File: config.mk
export PLATFORM = sky130hd
export DESIGN_NAME = qbd_port_ctrl
export DESIGN_NICKNAME = d
export VERILOG_FILES = /design/src/rtl/qbd_pkg.sv /design/src/rtl/qbd_rst_sync.sv /design/src/rtl/qbd_edge_det.sv /design/src/rtl/qbd_bit_ctrl.sv /design/src/rtl/qbd_port_ctrl.sv
export SDC_FILE = /design/constraint.sdc
export NUM_CORES = 1
export LEC_CHECK = 0
export ABC_AREA = 0
export CAP_MARGIN = 20
export CORE_ASPECT_RATIO = 1.1
export CORE_MARGIN = 4
export CORE_UTILIZATION = 42
export CTS_CLUSTER_DIAMETER = 150
export DETAILED_ROUTE_END_ITERATION = 8
export PLACE_DENSITY = 0.9
export SYNTH_ARGS = -nofsm -noshare
export SYNTH_HDL_FRONTEND = slang
export SYNTH_SLANG_ARGS = --single-unit
File: constraint.sdc
create_clock -name clk -period 3.85 [get_ports clk]
set_input_delay 0.77 -clock clk [delete_from_list [all_inputs] [get_ports clk]]
set_output_delay 0.77 -clock clk [all_outputs]
set_load 0.01 [all_outputs]
File: src/rtl/qbd_pkg.sv
package qbd_pkg;
  typedef struct packed {
    logic pd;
    logic wpu;
    logic spu;
  } drv_t;

  localparam logic LATCH_RESET = 1'b1;
  localparam logic SCL_IDLE    = 1'b1;
endpackage

File: src/rtl/qbd_rst_sync.sv
module qbd_rst_sync #(
  parameter int STAGES = 2
) (
  input  logic clk,
  input  logic rst_n,
  output logic rst_sync_n
);
  logic [STAGES-1:0] chain_q;
  logic [STAGES-1:0] chain_d;

  always_comb begin
    chain_d = {chain_q[STAGES-2:0], 1'b1};
  end

  always_ff @(posedge clk or negedge rst_n) begin
    if (!rst_n) chain_q <= '0;
    else        chain_q <= chain_d;
  end

  assign rst_sync_n = chain_q[STAGES-1];
endmodule

File: src/rtl/qbd_edge_det.sv
module qbd_edge_det
  import qbd_pkg::*;
(
  input  logic clk,
  input  logic rst_n,
  input  logic scl_i,
  output logic scl_fall
);
  logic scl_q;

  always_ff @(posedge clk or negedge rst_n) begin
    if (!rst_n) scl_q <= SCL_IDLE;
    else        scl_q <= scl_i;
  end

  assign scl_fall = scl_q & ~scl_i;
endmodule

File: src/rtl/qbd_bit_ctrl.sv
module qbd_bit_ctrl
  import qbd_pkg::*;
(
  input  logic clk,
  input  logic rst_n,
  input  logic commit,
  input  logic wr_bit,
  input  logic scl_fall,
  output drv_t drv
);
  logic latch_q, latch_d, latch_en;
  logic boost_q, boost_d, boost_en;

  always_comb begin
    latch_en = commit;
    latch_d  = wr_bit;
    boost_en = commit | scl_fall;
    if (commit) boost_d = wr_bit;
    else        boost_d = 1'b0;
  end

  always_ff @(posedge clk or negedge rst_n) begin
    if (!rst_n) begin
      latch_q <= LATCH_RESET;
      boost_q <= 1'b0;
    end else begin
      if (latch_en) latch_q <= latch_d;
      if (boost_en) boost_q <= boost_d;
    end
  end

  always_comb begin
    drv.pd  = ~latch_q;
    drv.wpu = latch_q;
    drv.spu = boost_q;
  end


  a_r2_commit_loads: assert property (@(posedge clk) disable iff (!rst_n)
    commit |=> (latch_q == $past(wr_bit)));

  a_r4_boost_on_high: assert property (@(posedge clk) disable iff (!rst_n)
    (commit && wr_bit) |=> drv.spu);

  a_r5_fall_ends_boost: assert property (@(posedge clk) disable iff (!rst_n)
    (scl_fall && !commit) |=> !drv.spu);

  a_r6_boost_holds: assert property (@(posedge clk) disable iff (!rst_n)
    (!scl_fall && !commit) |=> $stable(drv.spu));

  a_r8_low_write_ends: assert property (@(posedge clk) disable iff (!rst_n)
    (commit && !wr_bit) |=> !drv.spu);
endmodule

File: src/rtl/qbd_port_ctrl.sv
module qbd_port_ctrl
  import qbd_pkg::*;
#(
  parameter int WIDTH = 16,
  parameter int SYNC_STAGES = 2
) (
  input  logic             clk,
  input  logic             rst_n,
  input  logic             commit_i,
  input  logic [WIDTH-1:0] wr_data_i,
  input  logic             scl_i,
  input  logic [WIDTH-1:0] pad_i,
  output logic [WIDTH-1:0] rd_data_o,
  output logic [WIDTH-1:0] pd_en_o,
  output logic [WIDTH-1:0] wpu_en_o,
  output logic [WIDTH-1:0] spu_en_o
);
  logic rst_int_n;
  logic scl_fall;
  logic rst_gate_n;

  qbd_rst_sync #(.STAGES(SYNC_STAGES)) u_rst (
    .clk        (clk),
    .rst_n      (rst_n),
    .rst_sync_n (rst_int_n)
  );

  assign rst_gate_n = rst_int_n & rst_n;

  qbd_edge_det u_edge (
    .clk      (clk),
    .rst_n    (rst_gate_n),
    .scl_i    (scl_i),
    .scl_fall (scl_fall)
  );

  for (genvar b = 0; b < WIDTH; b++) begin : g_bit
    drv_t drv;
    qbd_bit_ctrl u_bit (
      .clk      (clk),
      .rst_n    (rst_gate_n),
      .commit   (commit_i),
      .wr_bit   (wr_data_i[b]),
      .scl_fall (scl_fall),
      .drv      (drv)
    );
    assign pd_en_o[b]  = drv.pd;
    assign wpu_en_o[b] = drv.wpu;
    assign spu_en_o[b] = drv.spu;
  end

  assign rd_data_o = pad_i;


  a_r9_no_fight: assert property (@(posedge clk) disable iff (!rst_gate_n)
    (pd_en_o & spu_en_o) == '0);

  a_r3_weak_is_latch: assert property (@(posedge clk) disable iff (!rst_gate_n)
    wpu_en_o == ~pd_en_o);
endmodule

== Yosys cells after proc, flatten, opt, wreduce, memory -nomap -nowiden ==
Cells that the tools add are included.

* Add/subtract/negate cells: 0
* Multipliers: 0
* Divide/modulo/power cells: 0
* Magnitude comparators: 0
* Eq/ne operators: 0
* Shifts and indexed selects: 0
* Multiplexer cells: 16
* Bitwise gates (word level): 20
* Reductions and logical operators: 0

{| class="wikitable"
|+ Operators by type and width
! cell !! count
|-
| 1-bit NOT || 17
|-
| 1-bit 2-to-1 mux || 16
|-
| 1-bit bitwise AND || 2
|-
| 1-bit OR || 1
|}

* Register bits: 35
* Latch bits: 0
* RAM bits: 0
* ROM bits: 0
* Output and inout bits: 64
* Logic and storage cells: 70
* Memories kept: 0

== Logic depth before layout (Yosys ltp) ==
Gate-level depths: netlist of the first run.

* Depth after elaboration: 3
* Mapped depth: 4
* Depth with buffers taken out: 2

== Cells and area by module ==
Synthesis of the first run repeated with hierarchy kept, for this count alone.

* Cells, all modules: 166
* Area total of the unflattened synthesis: 1,721.7 um^2

{| class="wikitable"
|+ Modules (own cells, without submodules)
! module !! times used !! cells each !! area an instance (um^2) !! seq. area each (um^2)
|-
| qbd_bit_ctrl || 16 || 9 || 93.8 || 51.3
|-
| qbd_port_ctrl || 1 || 17 || 126.4 || 0.0
|-
| qbd_rst_sync || 1 || 3 || 53.8 || 50.0
|-
| qbd_edge_det || 1 || 2 || 40.0 || 26.3
|}

== Least setup slack after synthesis of the first run ==
Ideal clock, no wire load.

* Path kind: input-to-output
* From: input pad_i[0]
* To: output rd_data_o[0]
* Arrival time: 0.889 ns
* Required time: 3.080 ns
* Slack: 2.191 ns
* Stages: 1
* Path buffers: 1
* Cell sequence: buf_4

{| class="wikitable"
|+ RTL lines
! what !! line !! text
|-
| start, declared || qbd_port_ctrl.sv:12 || <nowiki>input logic [WIDTH-1:0] pad_i,</nowiki>
|-
| end, declared || qbd_port_ctrl.sv:13 || <nowiki>output logic [WIDTH-1:0] rd_data_o,</nowiki>
|}

No word-level cell between the ends.

== Worst setup path after layout of the first run ==
* From: register g_bit[11].u_bit.latch_q
* To: output wpu_en_o[11]

{| class="wikitable"
|+ RTL lines
! what !! line !! text
|-
| start, declared || qbd_bit_ctrl.sv:11 || <nowiki>logic latch_q, latch_d, latch_en;</nowiki>
|-
| start signal, assigned || qbd_bit_ctrl.sv:27 || <nowiki>if (latch_en) latch_q <= latch_d;</nowiki>
|-
| end, declared || qbd_port_ctrl.sv:15 || <nowiki>output logic [WIDTH-1:0] wpu_en_o,</nowiki>
|}

No word-level cell between the ends.

==> run metrics, run 1 <==
switch share=24.82%; Int Pwr=691.2 µW; DRT iter0 DRCs=31; Synth Area in Simple Gates=13.63%; Cells after DPL=240; post-cts sizing count=0; sequential power share=46.5%; most common cell after layout, fill and taps aside=clkdlybuf4s50_1; GRT Resource Usage Total=12.11%; CTS max path bufs=2; Post-Syn Area per Cell=10.99 µm²; area grow syn2layout=22.63%; placed cell area=2198 µm²; Hold Vio Cnt, Final=0; # DRC=0; area leader, netlist=dfrtp_1; multiplexer share of the synthesized area=0%; port buffer count=67; CTS Buf Count=5; slowest stage cell, crit path=clkdlybuf4s50_1; Syn Std Cell Area=1891 µm²; Setup crit start=g_bit[11].u_bit.latch_q$_DFFE_PN1P_; Period minus WS final=2.129 ns; Seq cells post-synth=35; Crit path required time=3.08 ns; Setup CP Type=reg -> out; vias per inst=4.450; Yosys Warn Count=0; r2r setup slk=2.56 ns; Synth top area share=23.83%; total routed wirelength=3233 µm; first-pass GRT wire length=5313 µm; hold path depth=0; core area=4317 µm²; VDD IR max=0.1738 mV; largest net degree at the start of global routing=49; R2R cell count=2; global route overflow=0; Placement Rows=25; CP max stage delay=0.55 ns; clock share of power=30.7%; Setup-failing EPs final=0; Setup crit start kind=register; crit-path leading delay family=buffers and inverters; drt first pass iters=4; Final #Nets=230; clock slew seen by the registers of the worst setup and hold paths=0.06 ns; antenna cells=0; die extent in x=71.97 µm; adder-cell area share of the yosys netlist=0%; Routed wire per std cell=12.98 µm; cells after synthesis=172; # Post-CTS Setup Buffers=0; hold bufs inserted after CTS=0; worst path buffer plus inverter count=1; Initial Util=43.80%; Post-Synth XOR/XNOR Area=0%; # fillers=383; vias in the first global route=1157; DRT antenna net count=0; io pins=100; die area=5640 µm²; DR vias=1108; CP cell instances=clkdlybuf4s50_1; clock root buffer=clkbuf_8; share of layout cells above drive strength 1=31.79%; worst hold path type=reg -> reg; crit path max fanout=2; Sink Count=35; worst slew pin tran=0.5767 ns; MaxCap Viol Count=0; status=completed; Hold Path End=u_rst.chain_q[1]$_DFF_PN0_; Max Clock Skew=0.001436 ns; final instance area=2318 µm²; RSZ-0062 raised after global routing=no; compound-cell area share of the yosys netlist=12.64%; Area contributors post-synth=dfrtp_1 24%, dfstp_2 24%, buf_4 19%; critical path arrival=1.36 ns; Comb pwr share=22.9%; reg2reg start=u_edge.scl_q$_DFF_PN1_; post-synthesis net count=208; Final period util=55.30%; final setup margin=1.721 ns; net switching power=228.2 µW; part of the Yosys area used for sequential elements=47.45%; RR Endpoint=g_bit[2].u_bit.boost_q$_DFFE_PN0P_; HPWL after detailed placement=2288 µm; most frequent cells in the layout=66 x clkdlybuf4s50_1, 21 x o21ai_2, 18 x dfrtp_1; later-pin clock latency in the skew report=0.27 ns; worst hold start=u_rst.chain_q[0]$_DFF_PN0_; Leak Pwr=1.003 nW; Synth cell types=17; PwrDens=396.5 nW/µm²; combinational family with the most area after synthesis=buffers and inverters; Die Span Y=78.37 µm; CTS tree=yes; gpl congestion=0.6831; Placement Setup Slack=1.744 ns; endpoint type of the worst setup path=output port; non-filler cells, final=249; H-tree levels=2; max frequency=469.7 MHz; antenna violations before repair=0; max_slew headroom=61.47%; TNS Setup=0 ns; Max Slew Vio Count=0
-- Yosys cell counts --
cell type,count
and2_1,1
buf_12,2
buf_4,48
buf_6,2
clkbuf_2,2
conb_1,1
dfrtp_1,18
dfstp_2,17
inv_1,16
nand2_1,7
nand2_4,9
nand2b_1,12
nand2b_2,4
nor2b_4,1
o21ai_0,5
o21ai_1,6
o21ai_2,21
-- logic make-up (layout without fill, tap and decap cells) --
family	Yosys count	count (layout)
buf+inv	70	93
flops	35	35
simple gates	34	34
compound gates	32	32
other cells	1	1
-- registers in the layout, summed over array words and instances (netlist names) --
signal / cells
u_rst.chain_q: 2
u_edge.scl_q: 1
g_bit.u_bit.latch_q: 16
g_bit.u_bit.boost_q: 16
-- routing by layer --
| metal | vias up | global-route usage [%] | share of wire (%) |
|---|---|---|---|
| li1 | 529 | - | - |
| met1 | 524 | 13.74 | 40 |
| met2 | 46 | 20.04 | 49 |
| met3 | 9 | 5.122 | 9.2 |
| met4 | 0 | 4.699 | 1.5 |
| met5 | - | 0 | 0 |
-- per-stage QoR --
| stage | power [mW] | utilization [%] | hold slack, ns |
|---|---|---|---|
| 2_1_floorplan | 0.5819 | - | 0.3312 |
| 3_3_place_gp | 0.6399 | 50.93 | 0.3367 |
| 3_5_place_dp | 0.6447 | 50.93 | 0.3411 |
| 4_1_cts | 0.9354 | 53.25 | 0.3565 |
| 5_1_grt | 0.9661 | 53.71 | 0.3680 |
| 6_report | 0.9193 | 53.71 | 0.3514 |
-- worst max-delay path by stage --
stage                                               endpoint  slack, ns  cells after the start
after global routing                             pd_en_o[11]       1.67                      2
after floorplan           g_bit[0].u_bit.boost_q$_DFFE_PN0P_       2.17                      1
after CTS                                       wpu_en_o[11]       1.70                      1
after detailed placement  g_bit[1].u_bit.boost_q$_DFFE_PN0P_       1.74                      3
final                                           wpu_en_o[11]       1.72                      1
after global placement    g_bit[4].u_bit.boost_q$_DFFE_PN0P_       1.78                      3
-- cell type report --
type                            instances  area, µm²  area share (%)
Sequential cell                        35      897.1           38.69
Tap cell                               54      67.56           2.914
Timing Repair Buffer                   69      693.2           29.90
Multi-Input combinational cell         67      500.5           21.59
Clock buffer                            8      100.1           4.317
Inverter                               16      60.06           2.590
-- power groups by stage --
stage	combinational [mW]	clock, mW	sequential, mW
3_5_place_dp	0.212	0	0.433
3_3_place_gp	0.208	0	0.432
4_1_cts	0.212	0.296	0.428
5_1_grt	0.228	0.307	0.432
2_1_floorplan	0.153	0	0.429
6_report	0.210	0.282	0.427
No activity file was read; power rests on OpenSTA's default activity.
==> run 2: changes to the inputs <==
- CORE_UTILIZATION: 42 -> 36
- PLACE_DENSITY: 0.9 -> 0.82
- clock period: 3.85 -> 1.9 ns (I/O delays scaled with it)
==> run 2 against run 1 <==
Against the previous run: non-clock buffer count grew 2; final area grew 1.4%; largest power group unchanged; die area grew 15%; largest cell class unchanged.
==> run metrics, run 2 (synthesized netlist as in run 1, its figures left out) <==
critical path arrival=1.35 ns (about the same); vias in the first global route=1192 (+3.0%); max frequency=576.6 MHz; TNS Setup=0 ns (unchanged); Hold Vio Cnt, Final=0 (unchanged); Final #Nets=232 (+0.87%); Initial Util=37.56% (-6.2 points); DRT antenna net count=0 (unchanged); GRT Resource Usage Total=11.86% (-0.26 points); vias per inst=4.353 (-2.2%); total routed wirelength=3491 µm (+8.0%); die area=6476 µm² (+15%); gpl congestion=0.7209 (+5.5%); endpoint type of the worst setup path=output port; die extent in x=77.10 µm (+7.1%); Period minus WS final=1.734 ns; Largest regs=g_bit.u_bit.boost_q: 16 flops, g_bit.u_bit.latch_q: 16 flops, u_rst.chain_q: 2 flops; crit path max fanout=2 (unchanged); PwrDens=799.1 nW/µm² (+100%); clock root buffer=clkbuf_8; most common cell after layout, fill and taps aside=clkdlybuf4s50_1; post-cts sizing count=0 (unchanged); VDD IR max=0.4688 mV (+170%); hold bufs inserted after CTS=0 (unchanged); Setup CP Type=reg -> out; Sink Count=35 (unchanged); antenna cells=0 (unchanged); worst hold path type=in -> async; Setup-failing EPs final=0 (unchanged); # Post-CTS Setup Buffers=0 (unchanged); Crit path required time=1.52 ns (-1.56 ns); status=completed; crit-path leading delay family=flip-flops; Placement Setup Slack=0.4637 ns (-1.280 ns); # DRC=0 (unchanged); Final period util=91.28%; antenna violations before repair=0 (unchanged); core area=5034 µm² (+17%); worst path buffer plus inverter count=1 (unchanged); H-tree levels=2 (unchanged); global route overflow=0 (unchanged); Die Span Y=84.01 µm (+7.2%); MaxCap Viol Count=0 (unchanged); CP cell instances=clkdlybuf4s50_1; io pins=100 (unchanged); final setup margin=0.1657 ns (-1.555 ns); HPWL after detailed placement=2537 µm (+11%); Max Clock Skew=0.003907 ns (+0.002472 ns); most frequent cells in the layout=66 x clkdlybuf4s50_1, 21 x o21ai_2, 18 x dfrtp_1; r2r setup slk=0.83 ns (-1.73 ns); DRT iter0 DRCs=30 (-3.2%); clock slew seen by the registers of the worst setup and hold paths=0.07 ns (about the same); Placement Rows=27 (+8.0%); DR vias=1110 (+0.18%); CP max stage delay=0.54 ns (about the same); Setup crit start kind=register; port buffer count=67 (unchanged); CTS Buf Count=5 (unchanged); first-pass GRT wire length=5968 µm (+12%); drt first pass iters=3 (-1); later-pin clock latency in the skew report=0.28 ns (about the same); area grow syn2layout=24.35%; Routed wire per std cell=13.69 µm (+5.4%); Max Slew Vio Count=0 (unchanged); RSZ-0062 raised after global routing=no; CTS max path bufs=2 (unchanged); Leak Pwr=1.017 nW (+1.4%); share of layout cells above drive strength 1=32.49% (+0.69 points); slowest stage cell, crit path=dfstp_2; CTS tree=yes; largest net degree at the start of global routing=49 (unchanged)
[run 2: routing by layer]
metal	routed length (µm)	global-route usage, %
met1	1365	13.56
met2	1775	19.57
met3	301	5.292
met4	48	4.207
met5	0	0
[run 2: worst paths after layout]
path                                                          from                             endpoint  cells after the start
worst max-delay path            g_bit[7].u_bit.latch_q$_DFFE_PN1P_                          wpu_en_o[7]                      1
worst min-delay path                                         rst_n           u_rst.chain_q[0]$_DFF_PN0_                      1
worst max register to register              u_edge.scl_q$_DFF_PN1_  g_bit[10].u_bit.boost_q$_DFFE_PN0P_                      3
worst min register to register          u_rst.chain_q[1]$_DFF_PN0_   g_bit[9].u_bit.boost_q$_DFFE_PN0P_                      2
max in group asynchronous                                    rst_n   g_bit[6].u_bit.latch_q$_DFFE_PN1P_                      3
min in group clk                        u_rst.chain_q[0]$_DFF_PN0_           u_rst.chain_q[1]$_DFF_PN0_                      0
[run 2: power by group]
| group | leakage, nW | internal, mW | switching (mW) |
|---|---|---|---|
| combinational | 0.560 | 0.244 | 0.191 |
| sequential | 0.405 | 0.832 | 0.0338 |
| clock | 0.0515 | 0.331 | 0.248 |
[run 2: cell type report]
type | count | area (µm²)
clock buffers | 8 | 100.1
fillers | 483 | 2683
inverters | 16 | 60.06
multi-input cells | 67 | 500.5
flip-flops and latches | 35 | 897.1
well taps | 58 | 72.57
repair buffers | 71 | 720.7
[run 2: per-stage QoR]
stage          power [mW]  instances  hold slack, ns  util (%)  instance area, µm²
2_1_floorplan       1.179        172         0.08441         -                1891
3_3_place_gp        1.309        247          0.3334     44.72                2251
3_5_place_dp        1.322        247          0.3449     44.72                2251
4_1_cts             1.921        255          0.2548     46.71                2351
5_1_grt             1.986        255          0.2683     46.71                2351
6_report            1.879        255          0.2679     46.71                2351
